### config.mk
export PLATFORM = sky130hd
export DESIGN_NAME = win_call_ctrl
export DESIGN_NICKNAME = d
export VERILOG_FILES = /design/src/rtl/win_call_pkg.sv /design/src/rtl/win_frame_probe.sv /design/src/rtl/win_call_exec.sv /design/src/rtl/win_call_ctrl.sv
export SDC_FILE = /design/constraint.sdc
export NUM_CORES = 1
export LEC_CHECK = 0
export BUFFER_PORTS_ARGS = -buffer_cell sky130_fd_sc_hd__buf_2
export CORE_ASPECT_RATIO = 1.2
export CORE_MARGIN = 3
export CORE_UTILIZATION = 35
export CTS_CLUSTER_SIZE = 30
export DETAILED_ROUTE_END_ITERATION = 12
export GPL_ROUTABILITY_DRIVEN = 0
export PLACE_DENSITY_LB_ADDON = 0.25
export RECOVER_POWER = 50
export SLEW_MARGIN = 30
export SYNTH_ARGS = -nofsm -noshare
export SYNTH_HDL_FRONTEND = slang
export SYNTH_HIERARCHICAL = 1
export SYNTH_SLANG_ARGS = --single-unit
### constraint.sdc
create_clock -name clk_i -period 3.5 [get_ports clk_i]
set_clock_uncertainty 0.1 [all_clocks]
set_input_delay 0.175 -clock clk_i [delete_from_list [all_inputs] [get_ports clk_i]]
set_output_delay 0.175 -clock clk_i [all_outputs]
set_load 0.02 [all_outputs]
### src/rtl/win_call_pkg.sv
package win_call_pkg;
  typedef enum logic [1:0] {
    OP_CALL  = 2'd0,
    OP_ENTRY = 2'd1,
    OP_RET   = 2'd2,
    OP_MOVSP = 2'd3
  } win_op_e;

  typedef enum logic [2:0] {
    CAUSE_NONE    = 3'd0,
    CAUSE_ILLEGAL = 3'd1,
    CAUSE_ALLOCA  = 3'd2,
    CAUSE_UF4     = 3'd3,
    CAUSE_UF8     = 3'd4,
    CAUSE_UF12    = 3'd5
  } win_cause_e;

  localparam int unsigned XLEN = 32;
endpackage

### src/rtl/win_frame_probe.sv
module win_frame_probe #(
  parameter int unsigned NF = 16,
  parameter int unsigned BW = $clog2(NF)
) (
  input  logic [NF-1:0] mask_i,
  input  logic [BW-1:0] base_i,
  output logic [2:0]    below_o,
  output logic [1:0]    m_o
);
  // live bits of the three frames under the base, wrapping modulo NF
  for (genvar k = 1; k <= 3; k++) begin : g_below
    logic [BW-1:0] idx;
    assign idx          = base_i - BW'(k);
    assign below_o[k-1] = mask_i[idx];
  end

  always_comb begin
    if (below_o[0])      m_o = 2'd1;
    else if (below_o[1]) m_o = 2'd2;
    else if (below_o[2]) m_o = 2'd3;
    else                 m_o = 2'd0;
  end
endmodule

### src/rtl/win_call_exec.sv
module win_call_exec
  import win_call_pkg::*;
#(
  parameter int unsigned NF = 16,
  parameter int unsigned BW = $clog2(NF)
) (
  input  logic            op_valid_i,
  input  logic [1:0]      op_i,
  input  logic [1:0]      call_inc_i,
  input  logic [XLEN-1:0] pc_i,
  input  logic [XLEN-1:0] next_pc_i,
  input  logic [3:0]      src_idx_i,
  input  logic [11:0]     imm12_i,
  input  logic [XLEN-1:0] src_val_i,
  input  logic [XLEN-1:0] link_i,
  input  logic            woe_i,
  input  logic            excm_i,
  input  logic [BW-1:0]   base_i,
  input  logic [NF-1:0]   ws_i,
  input  logic [1:0]      ci_i,
  output logic [BW-1:0]   base_o,
  output logic [NF-1:0]   ws_o,
  output logic [1:0]      ci_o,
  output logic            we_o,
  output logic [3:0]      waddr_o,
  output logic [XLEN-1:0] wdata_o,
  output logic            exc_o,
  output logic [2:0]      cause_o,
  output logic [XLEN-1:0] epc_o,
  output logic [BW-1:0]   owb_o,
  output logic            jmp_o,
  output logic [XLEN-1:0] jpc_o
);
  logic [2:0]    below;
  logic [1:0]    m;
  logic [1:0]    n;
  logic          mode_ok;
  logic [BW-1:0] ent_base;
  logic [BW-1:0] ret_base;
  logic          ret_bad;

  win_frame_probe #(.NF(NF), .BW(BW)) u_probe (
    .mask_i (ws_i),
    .base_i (base_i),
    .below_o(below),
    .m_o    (m)
  );

  assign n        = link_i[XLEN-1:XLEN-2];
  assign mode_ok  = woe_i & ~excm_i;
  assign ent_base = base_i + BW'(ci_i);
  assign ret_base = base_i - BW'(n);
  assign ret_bad  = (n == 2'd0) || ((m != 2'd0) && (m != n)) || !mode_ok;

  always_comb begin
    base_o  = base_i;
    ws_o    = ws_i;
    ci_o    = ci_i;
    we_o    = 1'b0;
    waddr_o = '0;
    wdata_o = '0;
    exc_o   = 1'b0;
    cause_o = CAUSE_NONE;
    epc_o   = '0;
    owb_o   = '0;
    jmp_o   = 1'b0;
    jpc_o   = '0;
    if (op_valid_i) begin
      unique case (win_op_e'(op_i))
        OP_CALL: begin
          if (call_inc_i == 2'd0) begin
            exc_o = 1'b1; cause_o = CAUSE_ILLEGAL; epc_o = pc_i;
          end else begin
            ci_o    = call_inc_i;
            we_o    = 1'b1;
            waddr_o = {call_inc_i, 2'b00};
            wdata_o = {call_inc_i, next_pc_i[XLEN-3:0]};
          end
        end
        OP_ENTRY: begin
          if (src_idx_i[3:2] != 2'b00 || !mode_ok) begin
            exc_o = 1'b1; cause_o = CAUSE_ILLEGAL; epc_o = pc_i;
          end else begin
            we_o    = 1'b1;
            waddr_o = {ci_i, src_idx_i[1:0]};
            wdata_o = src_val_i - XLEN'({imm12_i, 3'b000});
            base_o  = ent_base;
            ws_o    = ws_i | (NF'(1) << ent_base);
          end
        end
        OP_RET: begin
          if (ret_bad) begin
            exc_o = 1'b1; cause_o = CAUSE_ILLEGAL; epc_o = pc_i;
          end else begin
            base_o = ret_base;
            if (ws_i[ret_base]) begin
              ws_o  = ws_i & ~(NF'(1) << base_i);
              jmp_o = 1'b1;
              jpc_o = {pc_i[XLEN-1:XLEN-2], link_i[XLEN-3:0]};
            end else begin
              exc_o   = 1'b1;
              cause_o = (n == 2'd1) ? CAUSE_UF4 : (n == 2'd2) ? CAUSE_UF8 : CAUSE_UF12;
              owb_o   = base_i;
              epc_o   = pc_i;
            end
          end
        end
        OP_MOVSP: begin
          if (below == 3'b000) begin
            exc_o = 1'b1; cause_o = CAUSE_ALLOCA; epc_o = pc_i;
          end
        end
        default: ;
      endcase
    end
  end
endmodule

### src/rtl/win_call_ctrl.sv
module win_call_ctrl
  import win_call_pkg::*;
#(
  parameter int unsigned NAREG = 64,
  localparam int unsigned NF   = NAREG / 4,
  localparam int unsigned BW   = $clog2(NF)
) (
  input  logic            clk_i,
  input  logic            rst_ni,
  input  logic            op_valid_i,
  input  logic [1:0]      op_i,
  input  logic [1:0]      call_inc_i,
  input  logic [31:0]     pc_i,
  input  logic [31:0]     next_pc_i,
  input  logic [3:0]      src_idx_i,
  input  logic [11:0]     imm12_i,
  input  logic [31:0]     src_val_i,
  input  logic [31:0]     link_i,
  input  logic            woe_i,
  input  logic            excm_i,
  output logic            rf_we_o,
  output logic [3:0]      rf_waddr_o,
  output logic [31:0]     rf_wdata_o,
  output logic [BW-1:0]   base_o,
  output logic [NF-1:0]   wstart_o,
  output logic [1:0]      callinc_o,
  output logic            exc_o,
  output logic [2:0]      exc_cause_o,
  output logic [31:0]     exc_pc_o,
  output logic [BW-1:0]   owb_o,
  output logic            jump_o,
  output logic [31:0]     jump_pc_o
);
  logic [BW-1:0]   base_d;
  logic [NF-1:0]   ws_d;
  logic [1:0]      ci_d;
  logic            we_d, exc_d, jmp_d;
  logic [3:0]      waddr_d;
  logic [XLEN-1:0] wdata_d, epc_d, jpc_d;
  logic [2:0]      cause_d;
  logic [BW-1:0]   owb_d;

  win_call_exec #(.NF(NF), .BW(BW)) u_exec (
    .op_valid_i(op_valid_i),
    .op_i      (op_i),
    .call_inc_i(call_inc_i),
    .pc_i      (pc_i),
    .next_pc_i (next_pc_i),
    .src_idx_i (src_idx_i),
    .imm12_i   (imm12_i),
    .src_val_i (src_val_i),
    .link_i    (link_i),
    .woe_i     (woe_i),
    .excm_i    (excm_i),
    .base_i    (base_o),
    .ws_i      (wstart_o),
    .ci_i      (callinc_o),
    .base_o    (base_d),
    .ws_o      (ws_d),
    .ci_o      (ci_d),
    .we_o      (we_d),
    .waddr_o   (waddr_d),
    .wdata_o   (wdata_d),
    .exc_o     (exc_d),
    .cause_o   (cause_d),
    .epc_o     (epc_d),
    .owb_o     (owb_d),
    .jmp_o     (jmp_d),
    .jpc_o     (jpc_d)
  );

  always_ff @(posedge clk_i or negedge rst_ni) begin
    if (!rst_ni) begin
      base_o      <= '0;
      wstart_o    <= NF'(1);
      callinc_o   <= '0;
      rf_we_o     <= 1'b0;
      rf_waddr_o  <= '0;
      rf_wdata_o  <= '0;
      exc_o       <= 1'b0;
      exc_cause_o <= CAUSE_NONE;
      exc_pc_o    <= '0;
      owb_o       <= '0;
      jump_o      <= 1'b0;
      jump_pc_o   <= '0;
    end else begin
      base_o      <= base_d;
      wstart_o    <= ws_d;
      callinc_o   <= ci_d;
      rf_we_o     <= we_d;
      rf_waddr_o  <= waddr_d;
      rf_wdata_o  <= wdata_d;
      exc_o       <= exc_d;
      exc_cause_o <= cause_d;
      exc_pc_o    <= epc_d;
      owb_o       <= owb_d;
      jump_o      <= jmp_d;
      jump_pc_o   <= jpc_d;
    end
  end
endmodule

==> impl_metrics.sql <==
INSERT INTO impl_metrics (metric_group, metric, value, unit) VALUES
('timing', 'unrepaired_setup_endpoints_after_global_routing', 'yes', ''),
('cts', 'cts_max_path_buffers', '2', ''),
('synth', 'post_synth_arst_share', '100', '%'),
('synth', 'postSynthNetCount', '810', ''),
('synth', 'synth.yosys.seq_area_share', '49.4', '%'),
('final_layout', 'layout_common_cells', 'buf_2 (198), dfrtp_1 (128), dlygate4sd3_1 (112)', ''),
('floorplan', 'fp-row-count', '54', ''),
('global_route', 'number_of_antenna_violations_at_the_first_check_in_global_routing', '0', ''),
('power_and_ir_drop', 'worst_ir_drop_vdd', '0.296', 'mV'),
('timing', 'finalMaxSlewViolations', '41', ''),
('cts', 'clock_tree_from_tritoncts', 'yes', ''),
('timing', 'hold_violations', '0', ''),
('route', 'drc_errors', '0', ''),
('global_route', 'first_global_vias', '6564', ''),
('final_layout', 'layout-area-overhead-vs-synth', '55.7', '%'),
('floorplan', 'die_height', '157', 'um'),
('power_and_ir_drop', 'report.power.total', '4.17', 'mW'),
('synth', 'ys.warnings.count', '6', ''),
('flow_run', 'max_cap_violations', '1', ''),
('route', 'detailroute.via_count', '6322', ''),
('floorplan', 'die-area', '20800', 'um2'),
('synth', 'yosys.cell_types.count', '62', ''),
('synth', 'synth-edff-count', '0', ''),
('final_layout', 'finish.net_count', '1229', ''),
('global_route', 'grt_start_max_net_pins', '93', ''),
('global_route', 'grt_remaining_overflow', '0', ''),
('timing', 'finalWorstSetupSlack', '0.0364', 'ns'),
('route', 'route.final.wire_length', '22400', 'um'),
('synth', 'post_synthesis_cell_area', '6690', 'um2'),
('final_layout', 'number_of_antenna_repair_diodes', '0', ''),
('cts', 'worst_setup_hold_path_clk_slew', '0.06', 'ns'),
('floorplan', 'floorplan.initialDensity', '36.3', '%'),
('route', 'route.antenna.remaining_nets', '0', ''),
('route', 'detail_route.first_pass.iterations', '5', ''),
('setup_path', 'path_class', 'reg2reg', ''),
('placed_design', 'place_ws', '-0.0251', 'ns'),
('synth', 'mean_cell_area_of_the_mapped_netlist', '10.6', 'um2'),
('timing', 'timing_worst_slew_pin_value', '2.28', 'ns'),
('outcome', 'run_status', 'complete, but fails checks', ''),
('timing', 'post-route-min-period', '3.46', 'ns'),
('outcome', 'failed_checks', 'max-capacitance violations, max-slew violations', ''),
('final_layout', 'layout_commonest_cell', 'buf_2', ''),
('global_route', 'gr-usage-all-layers', '20.5', '%'),
('power_and_ir_drop', 'power_density_normalized_to_cell_area', '400', 'nW/um2'),
('floorplan', 'die-width', '132', 'um'),
('setup_path', 'crit_arrival', '3.66', 'ns'),
('floorplan', 'boundaryPins', '285', ''),
('setup_path', 'worst-endpoint-required', '3.70', 'ns'),
('setup_path', 'timing.critical_path.fanout_max', '6', ''),
('cts', 'clock_latency', '0.41', 'ns'),
('final_layout', 'post_route_cells_drive_above_1_share', '30.6', '%'),
('cts', 'cts.sinks', '132', ''),
('route', 'routedWlPerCell', '17.1', 'um'),
('timing', 'period_utilization_post_route', '99.0', '%'),
('timing', 'report.final.setup_viol', '0', ''),
('placed_design', 'place.port_buffers', '282', ''),
('timing', 'fmax', '0.289', 'GHz'),
('placed_design', 'dp.final_hpwl', '15200', 'um'),
('global_route', 'grt_pass1_wl', '33900', 'um'),
('synth', 'ys.flop_type', 'dfrtp_1', ''),
('synth', 'synth_seq_cells', '132', ''),
('route', 'post_drt_via_cell_ratio', '4.81', ''),
('synth', 'post_synth_inst_count', '629', ''),
('cts', 'htree_num_levels', '4', ''),
('timing', 'worst_slew_margin_rel', '-52.2', '%'),
('setup_path', 'worstSetupEndpointType', 'flop', ''),
('worst_hold_path', 'hold_class', 'in2reg', ''),
('cts', 'cts_buffers', '17', ''),
('route', 'drtIter0Drc', '391', ''),
('setup_path', 'critical_path_startpoint_category', 'flop', ''),
('power_and_ir_drop', 'cellLeakagePower', '5.07', 'nW'),
('cts', 'root_buffer', 'clkbuf_16', ''),
('floorplan', 'core-area', '18400', 'um2');
report_power, final:
group	leakage (nW)	total (mW)	internal, mW	switching (mW)
clock network	0.294	1.83	1.08	0.750
logic	2.97	0.742	0.347	0.395
registers	1.81	1.59	1.57	0.0256
kinds of logic after synthesis:
logic type,after synthesis,share of synthesized area [%]
buffers and inverters,55,3.65
adder cells (fa/ha/maj),28,5.57
flip-flops,132,49.4
AO/OA/AOI/OAI,122,11.5
XOR/XNOR,34,4.56
multiplexers,27,7.16
AND/OR/NAND/NOR,231,18.1
Yosys cell counts (3+ instances only):
| library cell | instances | share of area, % |
|---|---|---|
| or3_1 | 6 | 0.56 |
| o22ai_1 | 3 | 0.28 |
| mux2_4 | 5 | 1.1 |
| xnor2_1 | 18 | 2.4 |
| o21a_1 | 4 | 0.45 |
| a32oi_1 | 4 | 0.52 |
| fa_1 | 3 | 0.90 |
| mux2i_1 | 4 | 0.60 |
| o21ai_1 | 7 | 0.52 |
| nand2_1 | 62 | 3.5 |
| xor2_1 | 15 | 2.0 |
| nand3_1 | 6 | 0.45 |
| and3_1 | 6 | 0.56 |
| nand2b_1 | 8 | 0.75 |
| mux4_2 | 9 | 3.0 |
| and2_1 | 70 | 6.5 |
| nor3_1 | 7 | 0.52 |
| o31a_1 | 3 | 0.39 |
| a22oi_1 | 11 | 1.2 |
| nor2_1 | 44 | 2.5 |
| clkbuf_1 | 17 | 0.95 |
| ha_1 | 25 | 4.7 |
| a211oi_1 | 6 | 0.67 |
| nor3b_1 | 3 | 0.34 |
| a21o_1 | 3 | 0.34 |
| mux2_2 | 3 | 0.50 |
| o21ai_0 | 27 | 2.0 |
| dfrtp_1 | 131 | 49 |
| mux4_1 | 4 | 1.6 |
| a21oi_1 | 31 | 2.3 |
| clkbuf_2 | 3 | 0.22 |
| nor4_1 | 6 | 0.56 |
| a31oi_1 | 3 | 0.28 |
| nor2b_1 | 3 | 0.28 |
| inv_1 | 30 | 1.7 |
layer usage:
layer	vias up	track usage (%)	wire length (um)
met5	-	0	0
met3	34	5.43	1750
li1	3009	-	-
met2	312	35.8	11300
met4	0	8.96	523
met1	2967	23.9	8910
final timing paths:
kind	from	to	slack, ns	depth (start not counted)
worst max-delay path	base_o[2]$_DFF_PN0_	wstart_o[9]$_DFF_PN0_	0.04	13
worst min-delay path	src_val_i[30]	rf_wdata_o[30]$_DFF_PN0_	0.01	3
worst max register to register	base_o[2]$_DFF_PN0_	wstart_o[9]$_DFF_PN0_	0.04	13
worst min register to register	callinc_o[0]$_DFF_PN0_	callinc_o[0]$_DFF_PN0_	0.48	2
max in group asynchronous	rst_ni	rf_wdata_o[21]$_DFF_PN0_	0.98	4
min in group asynchronous	rst_ni	exc_pc_o[7]$_DFF_PN0_	0.89	2
per-stage QoR:
stage	TNS [ns]	cell area, um2	util [%]	std cells	hold WS (ns)
final	0	10400	56.5	1313	0.0133
after global routing	-3.42	10400	56.5	1313	0.0269
after CTS	0	10300	55.7	1306	0.00599
after detailed placement	-0.0805	8540	46.3	1162	0.225
after global placement	0	8540	46.3	1162	0.219
after floorplan	-0.267	6710	-	629	-0.221
layout make-up:
cell class / count / area [um2]
fill: 1649 / 8030
sequential: 132 / 3310
multi-input combinational: 442 / 3270
timing repair buffer: 425 / 2810
clock buffer: 17 / 425
tap: 252 / 315
clock inverter: 15 / 181
inverter: 30 / 113
sequential cells by signal, indices dropped and copies added (netlist names), 2 cells and up:
signal / cells
callinc_o: 2
wstart_o: 16
rf_waddr_o: 4
exc_cause_o: 3
jump_pc_o: 32
base_o: 4
exc_pc_o: 32
owb_o: 4
rf_wdata_o: 32
critical path: stages (launching register included):
cell and delay, ns:
dfrtp_2 0.36, inv_2 0.05, ha_4 0.28, mux4_2 0.48, mux4_2 0.54, inv_2 0.08
a21oi_2 0.06, nand2b_1 0.14, a21oi_1 0.17, o21ai_2 0.09, buf_6 0.17, nor4_4 0.34
nand3b_1 0.21, o31a_1 0.28
timing repair:
action | CTS | global route
resized for setup | 1 | 35
hold buffers | 112 | 0
pin swaps | 1 | 25
buffers inserted | 0 | 1
endpoints found under the setup margin | 6 | 63
gates cloned | 0 | 5
hold endpoints to repair | 192 | 0
No activity file was read; power rests on OpenSTA's default activity.
